--- src/rtl/tlc_pkg.sv ---
package tlc_pkg;
    localparam int TLC_PAIRS    = 2;
    localparam int TLC_PLANES   = 2;
    localparam int TLC_BANK_W   = 11;
    localparam int TLC_CODE_W   = 8;
    localparam int TLC_IDX_W    = 15;
    localparam int TLC_CH_IN_W  = 5;
    localparam int TLC_CH_OUT_W = 8;
    localparam int TLC_OFS_W    = 8;

    typedef enum logic {
        PLANE_BELOW = 1'b0,
        PLANE_ABOVE = 1'b1
    } plane_e;
endpackage

--- src/rtl/tlc_addr_gen.sv ---
module tlc_addr_gen #(
    parameter int LAYERS  = 4,
    parameter int BANK_W  = 11,
    parameter int CODE_W  = 8,
    parameter int IDX_W   = 15,
    parameter int PAIR_ID = 0,
    parameter int LSEL_W  = $clog2(LAYERS)
) (
    input  logic              sel_i,
    input  logic [BANK_W-1:0] bank_i,
    input  logic [CODE_W-1:0] code_i,
    input  logic [LAYERS-1:0] depth4_i,
    output logic [LSEL_W-1:0] layer_o,
    output logic [IDX_W-1:0]  addr_o
);
    localparam int NIB_W    = 4;
    localparam int NARROW_B = IDX_W - NIB_W;
    localparam int WIDE_B   = IDX_W - CODE_W;
    localparam logic [LSEL_W-2:0] PAIR_CODE = (LSEL_W-1)'(PAIR_ID);

    always_comb begin
        layer_o = {PAIR_CODE, sel_i};
        if (depth4_i[layer_o]) begin
            addr_o = {bank_i[NARROW_B-1:0], code_i[NIB_W-1:0]};
        end else begin
            addr_o = {bank_i[WIDE_B-1:0], code_i};
        end
    end
endmodule

--- src/rtl/tlc_plane_pick.sv ---
module tlc_plane_pick #(
    parameter int PAIRS = 2,
    parameter int IW    = (PAIRS > 1) ? $clog2(PAIRS) : 1
) (
    input  logic [PAIRS-1:0] hit_i,
    input  logic [PAIRS-1:0] transp_i,
    output logic             present_o,
    output logic [IW-1:0]    win_o
);
    // Painter's order: highest pair first, later pairs replace it when opaque.
    always_comb begin
        present_o = 1'b0;
        win_o     = '0;
        for (int p = PAIRS - 1; p >= 0; p--) begin
            if (hit_i[p] && (!present_o || !transp_i[p])) begin
                present_o = 1'b1;
                win_o     = IW'(p);
            end
        end
    end
endmodule

--- src/rtl/tlc_chan_offset.sv ---
module tlc_chan_offset #(
    parameter int IN_W  = 5,
    parameter int OUT_W = 8,
    parameter int OFS_W = 8
) (
    input  logic [IN_W-1:0]  chan_i,
    input  logic [OFS_W-1:0] ofs_i,
    output logic [OUT_W-1:0] chan_o
);
    localparam int REP_W = OUT_W - IN_W;
    localparam int SUM_W = OUT_W + 2;

    logic [OUT_W-1:0]        wide;
    logic signed [SUM_W-1:0] sum;

    always_comb begin
        wide = {chan_i, chan_i[IN_W-1 -: REP_W]};
        sum  = $signed({2'b00, wide}) + $signed({{(SUM_W-OFS_W){ofs_i[OFS_W-1]}}, ofs_i});
        if (sum[SUM_W-1]) begin
            chan_o = '0;
        end else if (sum[OUT_W]) begin
            chan_o = '1;
        end else begin
            chan_o = sum[OUT_W-1:0];
        end
    end
endmodule

--- src/rtl/tile_layer_compositor.sv ---
module tile_layer_compositor
    import tlc_pkg::*;
#(
    parameter int BANK_W   = TLC_BANK_W,
    parameter int CODE_W   = TLC_CODE_W,
    parameter int IDX_W    = TLC_IDX_W,
    parameter int CH_IN_W  = TLC_CH_IN_W,
    parameter int CH_OUT_W = TLC_CH_OUT_W,
    parameter int OFS_W    = TLC_OFS_W
) (
    input  logic                         clk,
    input  logic                         rst_n,
    input  logic                         pix_valid,
    input  logic [TLC_PAIRS-1:0]         pix_sel,
    input  logic [TLC_PAIRS*BANK_W-1:0]  pix_bank,
    input  logic [TLC_PAIRS*CODE_W-1:0]  pix_code,
    input  logic [2*TLC_PAIRS-1:0]       layer_en,
    input  logic [2*TLC_PAIRS-1:0]       layer_prio,
    input  logic [2*TLC_PAIRS-1:0]       layer_depth,
    input  logic [3*OFS_W-1:0]           ofs_pair_a,
    input  logic [3*OFS_W-1:0]           ofs_pair_b,
    output logic [TLC_PAIRS*IDX_W-1:0]   pal_rd_addr,
    input  logic [TLC_PAIRS*(3*CH_IN_W+1)-1:0] pal_rd_data,
    output logic                         out_valid,
    output logic                         bot_alpha,
    output logic [3*CH_OUT_W-1:0]        bot_rgb,
    output logic                         top_alpha,
    output logic [3*CH_OUT_W-1:0]        top_rgb
);
    localparam int PAIRS  = TLC_PAIRS;
    localparam int PLANES = TLC_PLANES;
    localparam int LAYERS = 2 * PAIRS;
    localparam int LSEL_W = $clog2(LAYERS);
    localparam int PW     = $clog2(PAIRS);
    localparam int PAL_W  = 3 * CH_IN_W + 1;
    localparam int RGB_W  = 3 * CH_OUT_W;
    localparam int OFS3_W = 3 * OFS_W;

    typedef struct packed {
        logic                               valid;
        logic [PAIRS-1:0][PLANES-1:0]       hit;
        logic [PAIRS-1:0][OFS3_W-1:0]       ofs;
    } stage1_t;

    typedef struct packed {
        logic                               valid;
        logic [PLANES-1:0]                  alpha;
        logic [PLANES-1:0][RGB_W-1:0]       rgb;
    } stage2_t;

    typedef struct packed {
        stage1_t s1;
        stage2_t s2;
    } state_t;

    state_t st_d, st_q;

    logic [PAIRS-1:0][LSEL_W-1:0]  layer_num;
    logic [PAIRS-1:0]              en_of;
    logic [PAIRS-1:0]              prio_of;
    logic [PAIRS-1:0][PAL_W-1:0]   pal_word;
    logic [PAIRS-1:0]              transp;
    logic [PAIRS-1:0][OFS3_W-1:0]  ofs_in;
    logic [PLANES-1:0][PAIRS-1:0]  plane_hit;
    logic [PLANES-1:0]             present;
    logic [PLANES-1:0][PW-1:0]     win;
    logic [PLANES-1:0][PAL_W-1:0]  win_word;
    logic [PLANES-1:0][OFS3_W-1:0] win_ofs;
    logic [PLANES-1:0][RGB_W-1:0]  sat_rgb;

    assign pal_word  = pal_rd_data;
    assign ofs_in[0] = ofs_pair_a;
    assign ofs_in[1] = ofs_pair_b;

    // Stage 0: address formation per pair
    for (genvar p = 0; p < PAIRS; p++) begin : g_pair
        tlc_addr_gen #(
            .LAYERS (LAYERS),
            .BANK_W (BANK_W),
            .CODE_W (CODE_W),
            .IDX_W  (IDX_W),
            .PAIR_ID(p),
            .LSEL_W (LSEL_W)
        ) u_addr (
            .sel_i   (pix_sel[p]),
            .bank_i  (pix_bank[p*BANK_W +: BANK_W]),
            .code_i  (pix_code[p*CODE_W +: CODE_W]),
            .depth4_i(layer_depth),
            .layer_o (layer_num[p]),
            .addr_o  (pal_rd_addr[p*IDX_W +: IDX_W])
        );
        assign en_of[p]   = layer_en[layer_num[p]];
        assign prio_of[p] = layer_prio[layer_num[p]];
        assign transp[p]  = pal_word[p][PAL_W-1];
    end

    // Stage 1: plane resolution and colour adjustment
    for (genvar pl = 0; pl < PLANES; pl++) begin : g_plane
        for (genvar p = 0; p < PAIRS; p++) begin : g_col
            assign plane_hit[pl][p] = st_q.s1.hit[p][pl];
        end

        tlc_plane_pick #(
            .PAIRS(PAIRS),
            .IW   (PW)
        ) u_pick (
            .hit_i    (plane_hit[pl]),
            .transp_i (transp),
            .present_o(present[pl]),
            .win_o    (win[pl])
        );

        assign win_word[pl] = pal_word[win[pl]];
        assign win_ofs[pl]  = st_q.s1.ofs[win[pl]];

        for (genvar ch = 0; ch < 3; ch++) begin : g_chan
            tlc_chan_offset #(
                .IN_W (CH_IN_W),
                .OUT_W(CH_OUT_W),
                .OFS_W(OFS_W)
            ) u_chan (
                .chan_i(win_word[pl][ch*CH_IN_W +: CH_IN_W]),
                .ofs_i (win_ofs[pl][(2-ch)*OFS_W +: OFS_W]),
                .chan_o(sat_rgb[pl][(2-ch)*CH_OUT_W +: CH_OUT_W])
            );
        end
    end

    always_comb begin
        st_d          = st_q;
        st_d.s1.valid = pix_valid;
        for (int p = 0; p < PAIRS; p++) begin
            for (int pl = 0; pl < PLANES; pl++) begin
                st_d.s1.hit[p][pl] = pix_valid && en_of[p] && (prio_of[p] == 1'(pl));
            end
            st_d.s1.ofs[p] = ofs_in[p];
        end
        st_d.s2.valid = st_q.s1.valid;
        for (int pl = 0; pl < PLANES; pl++) begin
            st_d.s2.alpha[pl] = present[pl];
            st_d.s2.rgb[pl]   = present[pl] ? sat_rgb[pl] : '0;
        end
    end

    always_ff @(posedge clk or negedge rst_n) begin
        if (!rst_n) begin
            st_q <= '0;
        end else begin
            st_q <= st_d;
        end
    end

    assign out_valid = st_q.s2.valid;
    assign bot_alpha = st_q.s2.alpha[PLANE_BELOW];
    assign bot_rgb   = st_q.s2.rgb[PLANE_BELOW];
    assign top_alpha = st_q.s2.alpha[PLANE_ABOVE];
    assign top_rgb   = st_q.s2.rgb[PLANE_ABOVE];
endmodule

--- config.mk ---
export PLATFORM = sky130hd
export DESIGN_NAME = tile_layer_compositor
export DESIGN_NICKNAME = d
export VERILOG_FILES = /design/src/rtl/tlc_pkg.sv /design/src/rtl/tlc_addr_gen.sv /design/src/rtl/tlc_plane_pick.sv /design/src/rtl/tlc_chan_offset.sv /design/src/rtl/tile_layer_compositor.sv
export SDC_FILE = /design/constraint.sdc
export NUM_CORES = 1
export LEC_CHECK = 0
export BUFFER_PORTS_ARGS = -buffer_cell sky130_fd_sc_hd__buf_2
export CORE_MARGIN = 10
export CORE_UTILIZATION = 45
export CTS_CLUSTER_SIZE = 16
export DETAILED_ROUTE_END_ITERATION = 12
export GPL_TIMING_DRIVEN = 1
export PLACE_DENSITY_LB_ADDON = 0.15
export SLEW_MARGIN = 10
export SYNTH_ARGS = -nofsm -noshare
export SYNTH_HDL_FRONTEND = slang
export SYNTH_SLANG_ARGS = --single-unit
--- constraint.sdc ---
create_clock -name clk -period 3.7 [get_ports clk]
set_input_delay 0.185 -clock clk [delete_from_list [all_inputs] [get_ports clk]]
set_output_delay 0.185 -clock clk [all_outputs]
set_load 0.02 [all_outputs]
==> impl_metrics.env <==
export IMPL_dp_cells=1066
export IMPL_core_mm2=0.01583
export IMPL_min_delay_start="layer_prio[2]"
export IMPL_timing_fmax_ghz=0.2897
export IMPL_cp_arrival_ns=3.69
export IMPL_drt_iter0_markers=318
export IMPL_status="finished clean"
export IMPL_start_util_pct=45.79
export IMPL_maxCapViolCount=0
export IMPL_power_leakage_nw=4.428
export IMPL_criticalPathCategory="reg2reg"
export IMPL_numCtsBuffers=9
export IMPL_first_pass_iters=5
export IMPL_pin_count=216
export IMPL_async_reset_ff_share_pct=100.0
export IMPL_slew_viol_final=0
export IMPL_drc_errors=0
export IMPL_busiest_layer="met2"
export IMPL_route_vias_total=5970
export IMPL_wl_mm=21.13
export IMPL_ys_flop_type="dfrtp_1"
export IMPL_final_cell_area_mm2=0.009029
export IMPL_crit_start="plane_hit[0]"
export IMPL_clock_latency_ns=0.36
export IMPL_hold_class="in2reg"
export IMPL_grt_util_met1_pct=22.60
export IMPL_tritoncts="built"
export IMPL_fin_crit_ns=3.451
export IMPL_cts_max_path_buffers=2
export IMPL_finalSetupViolations=0
export IMPL_rows=46
export IMPL_synth_warnings=0
export IMPL_synth_edff_count=0
export IMPL_startpoint_type="register"
export IMPL_ant_nets=0
export IMPL_rr_worst_depth=11
export IMPL_critPathCapture="bot_rgb[15]"
export IMPL_rr_startpoint="plane_hit[0]"
export IMPL_synthCells=705
export IMPL_grt_max_degree=72
export IMPL_slew_headroom_pct=24.38
export IMPL_cp_max_fo=14
export IMPL_synthesis_area_mm2=0.007247
export IMPL_synth_nets=888
export IMPL_dieHeight_um=146.9
export IMPL_fin_nets=1094
export IMPL_clock_sinks=104
export IMPL_die_w_um=146.9
export IMPL_grt_use_met3_pct=6.818
export IMPL_gr_usage_met2_pct=32.63
export IMPL_whs_ns=0.1668
export IMPL_skew_ns=0.01348
export IMPL_ir_drop_mv=0.2431
export IMPL_final_cells=1133
export IMPL_antenna_found_initial=3
export IMPL_power_w=0.003489
export IMPL_rrSetupSlack_ns=0.25
export IMPL_avgSynthCellArea_um2=10.28
export IMPL_grt_pass1_vias=6544
export IMPL_period_share_pct=93.28
export IMPL_powerDensity_mw_per_mm2=386.4
export IMPL_hpwl_mm=17.03
export IMPL_finalHoldViolCount=0
export IMPL_grt_pass1_wl_mm=34.24
export IMPL_cp_required_ns=3.94
export IMPL_die_area_mm2=0.02158
export IMPL_place_area_mm2=0.008188
export IMPL_ys_seq_area_share_pct=35.91
export IMPL_grt_setup_unrepaired="no"
export IMPL_viasPerCell=5.269
export IMPL_port_buffers=198
export IMPL_root_buffer="clkbuf_16"
export IMPL_synth_distinct_cells=65
export IMPL_grt_usage_pct=19.56
export IMPL_area_growth_pct=24.59
export IMPL_clk_pin_slew_ns=0.08
export IMPL_layout_drive_gt1_share_pct=36.68
export IMPL_htree_num_levels=3
export IMPL_wl_per_cell_um=18.65
export IMPL_setup_worst_path_end_class="register"
export IMPL_max_slew_worst_pin_slew_ns=1.103
export IMPL_synth_seq_cells=104
export IMPL_cts_setup_buffers=0
export IMPL_grt_overflow_total=0
export IMPL_place_gp_congestion=0.9369
export IMPL_timing_rr_end="bot_rgb[15]"
-- layout make-up --
cell class              instances  area, µm²
multi-input cells             495       4049
clock buffers                   9      225.2
diodes                          1      2.502
flip-flops and latches        104       2603
well taps                     216      270.3
clock inverters                 7      83.83
inverters                      29      108.9
repair buffers                272       1687
fillers                      1380       6799
-- how the worst min path moves through the flow --
| stage | endpoint | cells after the start |
|---|---|---|
| after global routing | plane_hit[1] | 3 |
| after global placement | st_q[51] | 1 |
| after CTS | plane_hit[1] | 3 |
| after detailed placement | st_q[52] | 1 |
| final | plane_hit[1] | 3 |
| after floorplan | bot_alpha | 0 |
-- synthesized netlist by cell type, types with 7 or more instances --
cell | count | area (µm²)
a211oi_1 | 7 | 52.55
a21o_1 | 16 | 120.1
a21oi_1 | 63 | 315.3
and2_1 | 10 | 62.56
buf_4 | 56 | 420.4
clkbuf_1 | 10 | 37.54
dfrtp_1 | 104 | 2603
ha_1 | 42 | 525.5
inv_1 | 29 | 108.9
mux2_2 | 82 | 923.4
mux2i_1 | 19 | 190.2
nand2_1 | 30 | 112.6
nand3_1 | 13 | 65.06
nor2_1 | 18 | 67.56
nor3_1 | 9 | 45.04
o21a_1 | 20 | 150.1
o21ai_0 | 28 | 140.1
xnor2_1 | 34 | 297.8
xor2_1 | 14 | 122.6
-- flip-flops by register name, summed over array words and instances (netlist names) --
name and cells:
bot_rgb 24, out_valid 1, top_alpha 1, bot_alpha 1
top_rgb 24, plane_hit 4, st_q 48, st_d 1
-- where the power goes --
group | internal, W | switching (W)
logic | 0.000538 | 0.000679
registers | 0.00122 | 0.0000337
clock network | 0.000541 | 0.000478
-- cell families after synthesis --
logic type | count (synthesis) | share of synthesized area (%)
compound gates | 176 | 15.35
xor+xnor | 49 | 6.112
fa+ha+maj | 54 | 9.789
buf+inv | 106 | 8.684
flops | 104 | 35.91
mux | 103 | 15.99
simple gates | 113 | 8.167
-- through the flow --
stage,setup TNS [ns],util [%],setup WS [ns]
6_report,0,57.04,0.2487
3_3_place_gp,0,51.73,0.2078
3_5_place_dp,0,51.73,0.1199
4_1_cts,0,56.85,0.1013
5_1_grt,0,57.04,0.04163
2_1_floorplan,-0.006955,-,-0.006955
-- critical path, cell delays in order, from the launching register on --
cell      delay [ns]
dfrtp_1         0.38
nand2b_1        0.12
nand2_4         0.24
mux2_2          0.40
ha_1            0.23
fa_1            0.45
maj3_1          0.38
o211ai_1        0.27
o21ai_1         0.12
a31oi_1         0.20
xnor2_1         0.11
o41a_1          0.43
-- layer usage --
layer / vias to the layer above / share of wire, %
met5: - / 0.033
met3: 37 / 7.9
met2: 234 / 48
met4: 2 / 2.5
met1: 2811 / 42
li1: 2886 / -
-- layout by cell type (no fill, tap or decap), types with 18 or more instances in the layout --
cell type / instances
o21a_1: 20
buf_4: 24
ha_1: 42
mux2_2: 82
xnor2_1: 33
inv_1: 29
a21oi_1: 63
mux2i_1: 18
dfrtp_1: 104
nand2_1: 30
dlygate4sd3_1: 50
nor2_1: 18
o21ai_0: 28
buf_2: 197
-- timing repair --
action / 4_1_cts / 5_1_grt
endpoints found under the hold margin: 119 / 0
hold buffers: 50 / 0
resized for setup: 0 / 4
endpoints found under the setup margin: 0 / 18
Power figures use the tool's default switching activity.
